### src/rtl/eep_pkg.sv
package eep_pkg;

  typedef enum logic [2:0] {
    OP_READ   = 3'd0,
    OP_WDIS   = 3'd1,
    OP_WEN    = 3'd2,
    OP_PROG   = 3'd3,
    OP_PALL   = 3'd4,
    OP_ERASE  = 3'd5,
    OP_EALL   = 3'd6,
    OP_RELOAD = 3'd7
  } eep_op_e;

  localparam int STATION_BYTES = 6;
  localparam int STATION_W     = 8 * STATION_BYTES;

  // Byte value held at a given index right after reset.
  function automatic logic [7:0] power_up_byte(input int idx,
                                               input logic [STATION_W-1:0] init,
                                               input logic [7:0] sig);
    logic [STATION_W-1:0] shifted;
    if (idx == 0) return sig;
    if (idx <= STATION_BYTES) begin
      shifted = init >> (8 * (idx - 1));
      return shifted[7:0];
    end
    return 8'hFF;
  endfunction

  function automatic logic alters_store(input eep_op_e op);
    return (op == OP_PROG) || (op == OP_PALL) || (op == OP_ERASE) || (op == OP_EALL);
  endfunction

  // Program-without-erase: a cell can only go from 1 to 0.
  function automatic logic [7:0] program_cell(input logic [7:0] old_v, input logic [7:0] d);
    return old_v & d;
  endfunction

endpackage

### src/rtl/eep_store.sv
module eep_store import eep_pkg::*; #(
  parameter int                   DEPTH        = 128,
  parameter logic [STATION_W-1:0] STATION_INIT = 48'h0,
  parameter logic [7:0]           SIGNATURE    = 8'hA5
) (
  input  logic                     clk,
  input  logic                     rst_n,
  input  logic                     apply,
  input  eep_op_e                  op,
  input  logic [$clog2(DEPTH)-1:0] addr,
  input  logic [7:0]               din,
  output logic [7:0]               rd_byte,
  output logic [7:0]               sig_byte,
  output logic [STATION_W-1:0]     image
);
  logic [7:0] mem [DEPTH];

  always_ff @(posedge clk) begin
    if (!rst_n) begin
      for (int i = 0; i < DEPTH; i++) mem[i] <= power_up_byte(i, STATION_INIT, SIGNATURE);
    end else if (apply) begin
      for (int i = 0; i < DEPTH; i++) begin
        unique case (op)
          OP_PROG:  if (addr == i[$clog2(DEPTH)-1:0]) mem[i] <= program_cell(mem[i], din);
          OP_PALL:  mem[i] <= program_cell(mem[i], din);
          OP_ERASE: if (addr == i[$clog2(DEPTH)-1:0]) mem[i] <= 8'hFF;
          OP_EALL:  mem[i] <= 8'hFF;
          default:  ;
        endcase
      end
    end
  end

  assign rd_byte  = mem[addr];
  assign sig_byte = mem[0];

  for (genvar k = 0; k < STATION_BYTES; k++) begin : g_image
    assign image[8*k +: 8] = mem[k+1];
  end
endmodule

### src/rtl/eep_reload.sv
module eep_reload import eep_pkg::*; #(
  parameter logic [7:0] SIGNATURE = 8'hA5
) (
  input  logic                 clk,
  input  logic                 rst_n,
  input  logic                 fire,
  input  logic [7:0]           sig_byte,
  input  logic [STATION_W-1:0] image,
  output logic [STATION_W-1:0] station,
  output logic                 loaded
);
  logic sig_ok;
  assign sig_ok = (sig_byte == SIGNATURE);

  always_ff @(posedge clk) begin
    if (!rst_n) begin
      station <= '0;
      loaded  <= 1'b0;
    end else if (fire) begin
      loaded <= sig_ok;
      if (sig_ok) station <= image;
    end
  end
endmodule

### src/rtl/eep_cmd_ctrl.sv
module eep_cmd_ctrl import eep_pkg::*; #(
  parameter int          DEPTH        = 128,
  parameter logic [47:0] STATION_INIT = 48'h665544332211,
  parameter logic [7:0]  SIGNATURE    = 8'hA5
) (
  input  logic        clk,
  input  logic        rst_n,
  input  logic        reg_wr_en,
  input  logic        reg_wr_sel,
  input  logic [31:0] reg_wr_data,
  input  logic        reg_rd_sel,
  output logic [31:0] reg_rd_data,
  output logic [47:0] station_addr,
  output logic        addr_loaded
);
  localparam int AW = $clog2(DEPTH);

  // Named events for the checker
  logic          cmd_fire, data_fire, reload_fire, store_apply;
  eep_op_e       cmd_op;
  logic [AW-1:0] cmd_addr;
  logic [7:0]    wr_low;

  eep_op_e       op_q;
  logic [AW-1:0] addr_q;
  logic [7:0]    data_q;
  logic          wel_q, boot_q;

  logic [7:0]           rd_byte, sig_byte;
  logic [STATION_W-1:0] image;

  assign cmd_fire    = reg_wr_en && !reg_wr_sel;
  assign data_fire   = reg_wr_en &&  reg_wr_sel;
  assign cmd_op      = eep_op_e'(reg_wr_data[30:28]);
  assign cmd_addr    = reg_wr_data[AW-1:0];
  assign wr_low      = reg_wr_data[7:0];
  assign store_apply = cmd_fire && wel_q && alters_store(cmd_op);
  assign reload_fire = boot_q || (cmd_fire && cmd_op == OP_RELOAD);

  always_ff @(posedge clk) begin
    if (!rst_n) begin
      op_q   <= OP_READ;
      addr_q <= '0;
      data_q <= '0;
      wel_q  <= 1'b0;
      boot_q <= 1'b1;
    end else begin
      boot_q <= 1'b0;
      if (data_fire) data_q <= wr_low;
      if (cmd_fire) begin
        op_q   <= cmd_op;
        addr_q <= cmd_addr;
        if (cmd_op == OP_READ) data_q <= rd_byte;
        if (cmd_op == OP_WEN)  wel_q  <= 1'b1;
        if (cmd_op == OP_WDIS) wel_q  <= 1'b0;
      end
    end
  end

  eep_store #(.DEPTH(DEPTH), .STATION_INIT(STATION_INIT), .SIGNATURE(SIGNATURE)) u_store (
    .clk(clk), .rst_n(rst_n), .apply(store_apply), .op(cmd_op), .addr(cmd_addr),
    .din(data_q), .rd_byte(rd_byte), .sig_byte(sig_byte), .image(image)
  );

  eep_reload #(.SIGNATURE(SIGNATURE)) u_reload (
    .clk(clk), .rst_n(rst_n), .fire(reload_fire), .sig_byte(sig_byte), .image(image),
    .station(station_addr), .loaded(addr_loaded)
  );

  logic [6:0] addr_view;
  assign addr_view = 7'(addr_q);

  assign reg_rd_data = reg_rd_sel ? {24'b0, data_q}
                                  : {1'b0, op_q, 5'b0, addr_view, 11'b0, addr_loaded, 4'b0};
endmodule

### config.mk
export PLATFORM = sky130hd
export DESIGN_NAME = eep_cmd_ctrl
export DESIGN_NICKNAME = d
export VERILOG_FILES = /design/src/rtl/eep_pkg.sv /design/src/rtl/eep_store.sv /design/src/rtl/eep_reload.sv /design/src/rtl/eep_cmd_ctrl.sv
export SDC_FILE = /design/constraint.sdc
export NUM_CORES = 2
export LEC_CHECK = 0
export BUFFER_PORTS_ARGS = -buffer_cell sky130_fd_sc_hd__buf_2
export CORE_MARGIN = 1.5
export CORE_UTILIZATION = 57
export CTS_CLUSTER_SIZE = 25
export DETAILED_ROUTE_END_ITERATION = 10
export PLACE_DENSITY = 0.74
export SLEW_MARGIN = 20
export SYNTH_ARGS = -nofsm -noshare
export SYNTH_HDL_FRONTEND = slang
export SYNTH_SLANG_ARGS = --single-unit
### constraint.sdc
create_clock -name clk -period 3.9 [get_ports clk]
set_input_delay 0.78 -clock clk [delete_from_list [all_inputs] [get_ports clk]]
set_output_delay 0.78 -clock clk [all_outputs]
set_load 0.1 [all_outputs]
* After elaboration in Yosys (flattened, before gate mapping)
Memory sizes are Yosys's and may differ from the RTL's.
Index checks and enable logic that the tools add are counted.
** Storage, ports and cells
- Flip-flop bits (word level) :: 69
- Bits in writable memories :: 1024
- Input port bits :: 37
- Output and inout bits :: 81
- Memories :: 1
** Operators by class
- Equal/unequal tests :: 135
- Multiplexer cells :: 1697
- Bitwise logic cells :: 640
- Reductions and logical operators :: 15
** Memory list
- u_store.mem :: depth 128, width 8, rd ports 129, clocked after Yosys merged registers in 0, write ports 128, line eep_store.sv:16 : logic [7:0] mem [DEPTH];
** Operators by type and width (count)
- 2-to-1 mux 8 bit :: 530
- 2-to-1 mux 1 bit :: 1166
- bitwise AND 8 bit :: 128
- OR 1 bit :: 512
- equality test 7 bit (second input constant) :: 64
- equality test 7 x 6 -> 1 bit (second input constant) :: 32
- equality test 7 x 5 -> 1 bit (second input constant) :: 16
- equality test 7 x 4 -> 1 bit (second input constant) :: 8
- 2-to-1 mux 31 bit :: 1
- equality test 7 x 3 -> 1 bit (second input constant) :: 4
- equality test 7 x 2 -> 1 bit (second input constant) :: 2
- equality test 3 bit (second input constant) :: 4
- equality test 8 bit (second input constant) :: 1
- equality test 7 x 1 -> 1 bit (second input constant) :: 1
- logical NOT 7 bit :: 1
- equality test 3 x 2 -> 1 bit (second input constant) :: 2
- logical AND 1 bit :: 5
- logical OR 1 bit :: 4
- AND reduction 2 bit :: 2
- equality test 3 x 1 -> 1 bit (second input constant) :: 1
- logical NOT 3 bit :: 1
- nonzero test 2 bit :: 1
- logical NOT 1 bit :: 1

* Logic depth before layout (Yosys ltp)
- Word-level depth :: 12
- Depth in mapped cells :: 11
- Mapped depth without buffers :: 6

* By module
From an unflattened synthesis, not the netlist that was laid out.
** Unflattened totals
- Cell total of the unflattened synthesis :: 4275
- Area total of the unflattened synthesis :: 52806.9 µm²
** By module, submodules not included
- eep_store :: times used 1, cells an instance 3931, area each 49769.0 µm²
- eep_reload :: times used 1, cells an instance 215, area each 1965.6 µm²
- eep_cmd_ctrl :: times used 1, cells an instance 129, area each 1072.3 µm²

* Worst setup path after synthesis
OpenSTA, ideal clock, no wires.
- Path type :: input -> register
- From :: input reg_wr_data[1]
- To :: memory u_store.mem[104][0] (enable)
- Setup time :: 398 ps
- Arrival time :: 2969 ps
- Path slack :: 533 ps
- Stages on the path :: 8
- Path buffers :: 5
- Cell sequence :: buf_4 -> buf_6 -> buf_6 -> buf_2 -> buf_2 -> nor3_2 -> nand3_1 -> o41ai_1
** RTL lines
- from (decl) :: line eep_cmd_ctrl.sv:10 : input logic [31:0] reg_wr_data,
- to (decl) :: line eep_store.sv:16

* Worst setup path after layout
- From :: input reg_wr_data[0]
- To :: register data_q[0]
** Between the ends
- Longest elaborated chain between the ends :: 3
** Ends and longest elaborated chain
- memory read (128 x 8 bit) or 2-to-1 mux 8 bit (tied branches)
- 2-to-1 mux 8 bit :: line eep_cmd_ctrl.sv:53 : if (cmd_op == OP_READ) data_q <= rd_byte;
- 2-to-1 mux 8 bit * :: line eep_cmd_ctrl.sv:50 : if (cmd_fire) begin
- to (signal assigned) :: line eep_cmd_ctrl.sv:49 : if (data_fire) data_q <= wr_low;
- to (signal assigned) :: line eep_cmd_ctrl.sv:53
- to (decl) :: line eep_cmd_ctrl.sv:26 : logic [7:0] data_q;
Mark *: on every way between the ends. The rest lies on a longest branch, timed or not.
A chain may end at the register's enable or synchronous reset.

==> metrics <==
Clock Tree Buf Depth 3; Final Cycle Share 77.8%; #FFs+latches synth 1093; CP delay by family, top compound AO/OA/AOI/OAI gates; IO Port Bufs 82; worst hold slack 0.453 ns; drt first pass iters 9; crit-path max FO 39; Vias/cell 6.49; number of flops mapped to enable cells by yosys 1024; Clk Tree Root Cell clkbuf_16; critical-path cell list buf_8, buf_4, buf_4, mux4_2, a22oi_1, o211ai_1, o311ai_1, a31oi_1; largest net degree at the start of global routing 130; Fin Clk Skew 0.0355 ns; drt total wl 157000 um; Fillers 6812; register area share after synthesis 61.1%; cells after synthesis 4535; critical path type in -> reg; TritonCTS sink count 1093; vias in the first global route 37300; TritonCTS buffer count 109; # Post-CTS Setup Buffers 0; Initial DRC Count 6703; Rel. slew slack 34.4%; routed via count 39000; antenna-violating nets left 0; worst skew pair latency 0.69 ns; static leakage 18.9 nW; CTS tree yes; synth unique cells 78; CTS Hold Bufs 0; syn_area_per_cell 11.6 um^2; run status completed; die height 307 um; H-Tree Depth 3; Net count, final 4757; DRC violations left 0; gpl congestion 0.978; max-slew violation count 0; CP max stage delay 0.57 ns; fin crit period 3.03 ns; DIE WIDTH 307 um; antenna violations before repair 7; Crit. Startpoint reg_wr_data[0]; CP required 4.45 ns; global-route wire length before repair 236000 um; Reg area 32200 um^2; Main synth FF type edfxtp_1; Worst-Margin Slew 0.980 ns; total grt overflow 0; Async S/R FF share, synth 0%; most common cell after layout, fill and taps aside nand2_1; buffer and inverter count on the worst path 3; Final Hold Viols 0; share of cells above drive strength 1 17.8%; final setup TNS 0 ns; crit path DAT 3.59 ns; startpoint types primary input; Power per Cell Area 451 nW/um^2; Syn-to-layout area delta 12.2%; initial core utilization 57.4%; Max Cap Viol 0; routed wire length per instance 26.2 um; critical path depth in cells 8; Crit path top cell by count buf_4; Multi-input gate area 18900 um^2; RSZ-0062 raised after global routing no; GR Util All Layers 33.5%; Critical Path End data_q[0]; Crit-path slowest cell o311ai_1; hold crit path type reg -> reg; Cell Area, Synth 52600 um^2; total power 26.6 mW; Reg2Reg Setup Slack 1.07 ns; endpoint kind of the worst setup timing path flip-flop; num ports 118; hpwl dp 105000 um; Max Clk Rate 0.330 GHz; # setup viols final 0; worst r2r dst u_store.mem[15][6]; cts repair resizes 0; FF-to-FF path depth 6; site row count 111; worst reg2reg startpoint wel_q; Peak VDD IR 0.000384 V; clk slew on worst S/H paths 0.06 ns; total core area 91500 um^2; die area 94100 um^2; commonest cells after routing, fill and taps aside nand2_1, edfxtp_1, buf_4; Ys Warns 0
## how the worst min path moves through the flow
stage,from,endpoint,slack (ns),cells after the start
2_1_floorplan,addr_q[0],addr_q[0],0.43,2
3_3_place_gp,op_q[2],op_q[2],0.44,2
3_5_place_dp,addr_q[0],addr_q[0],0.44,2
4_1_cts,addr_q[0],addr_q[0],0.45,2
5_1_grt,addr_q[3],addr_q[3],0.49,2
6_report,addr_q[0],addr_q[0],0.45,2
## layer usage
| metal | up-vias | share of wire (%) | track usage [%] | routed length (um) |
|---|---|---|---|---|
| met1 | 19000 | 36 | 46.3 | 57200 |
| met2 | 2973 | 45 | 50.4 | 70800 |
| met3 | 463 | 14 | 8.35 | 21500 |
| li1 | 16500 | - | - | - |
| met4 | 8 | 5.0 | 15.3 | 7830 |
| met5 | - | 0.029 | 0 | 46 |
## stage by stage
stage | worst slack [ns] | area [um^2] | std cells | utilization (%)
finish | 0.865 | 59000 | 5998 | 64.4
global route | 0.802 | 59000 | 5994 | 64.4
CTS | 0.917 | 59000 | 5993 | 64.4
detailed placement | 0.266 | 55400 | 5795 | 60.5
global placement | 0.336 | 55400 | 5795 | 60.5
floorplan | 0.533 | 52600 | 4548 | -
## worst min-delay path: stages (launching register included)
cell	delay [ns]
dfxtp_1	0.30
nand2_1	0.05
a21oi_1	0.05
## registers in the layout, summed over array words and instances (netlist names)
signal,count
u_reload.loaded,1
u_reload.station,48
op_q,3
boot_q,1
wel_q,1
data_q,8
u_store.mem,1024
addr_q,7
## cell usage after synthesis (3+ instances only)
cell,count,area share [%]
o31ai_1,4,0.057
a31oi_1,8,0.095
buf_4,43,0.61
and2_1,10,0.12
a22oi_1,55,0.79
nand4_1,6,0.071
clkbuf_1,177,1.3
buf_6,24,0.51
a221oi_1,8,0.13
buf_8,3,0.086
a21o_1,24,0.34
buf_12,5,0.19
a22o_1,18,0.30
a2111oi_1,3,0.057
nor3_2,8,0.15
nor2_1,79,0.56
o21ai_1,17,0.16
a21oi_1,142,1.4
nand2b_1,8,0.095
nor3_1,16,0.15
or2_2,3,0.036
or3_1,3,0.036
a2111oi_0,8,0.13
o21bai_2,3,0.064
dfxtp_1,69,2.6
nor2b_1,30,0.36
o21ai_2,41,0.68
o21ai_0,127,1.2
a211oi_1,4,0.057
a2111oi_2,5,0.14
mux2i_1,125,2.4
inv_1,3,0.021
mux4_2,238,10
buf_1,9,0.064
o211ai_1,4,0.057
edfxtp_1,1024,58
buf_2,40,0.38
o32ai_1,6,0.10
nand2_1,2050,15
nand3_1,28,0.27
o22ai_1,9,0.11
and3_1,4,0.048
## final cells by class
class,instances,share of cell area (%)
Antenna cell,5,0.0212
Sequential cell,1093,54.5
Timing Repair Buffer,362,4.81
Multi-Input combinational cell,3150,32.1
Clock inverter,61,1.02
Clock buffer,137,5.00
Tap cell,1186,2.52
Inverter,4,0.0255
## power by group
group / internal [mW] / total, mW / switching [mW]
logic: 0.787 / 2.52 / 1.73
registers: 13.2 / 13.5 / 0.241
clock network: 6.01 / 10.6 / 4.60
total: 20.0 / 26.6 / 6.57
## logic make-up after synthesis
family,Yosys count,share of synthesized area [%]
xor+xnor,1,0.0167
other cells,1,0.00713
buf+inv,305,3.14
simple gates,2264,16.9
compound gates,507,6.25
flops,1093,61.1
mux,364,12.6
No activity file was read; power rests on OpenSTA's default activity.
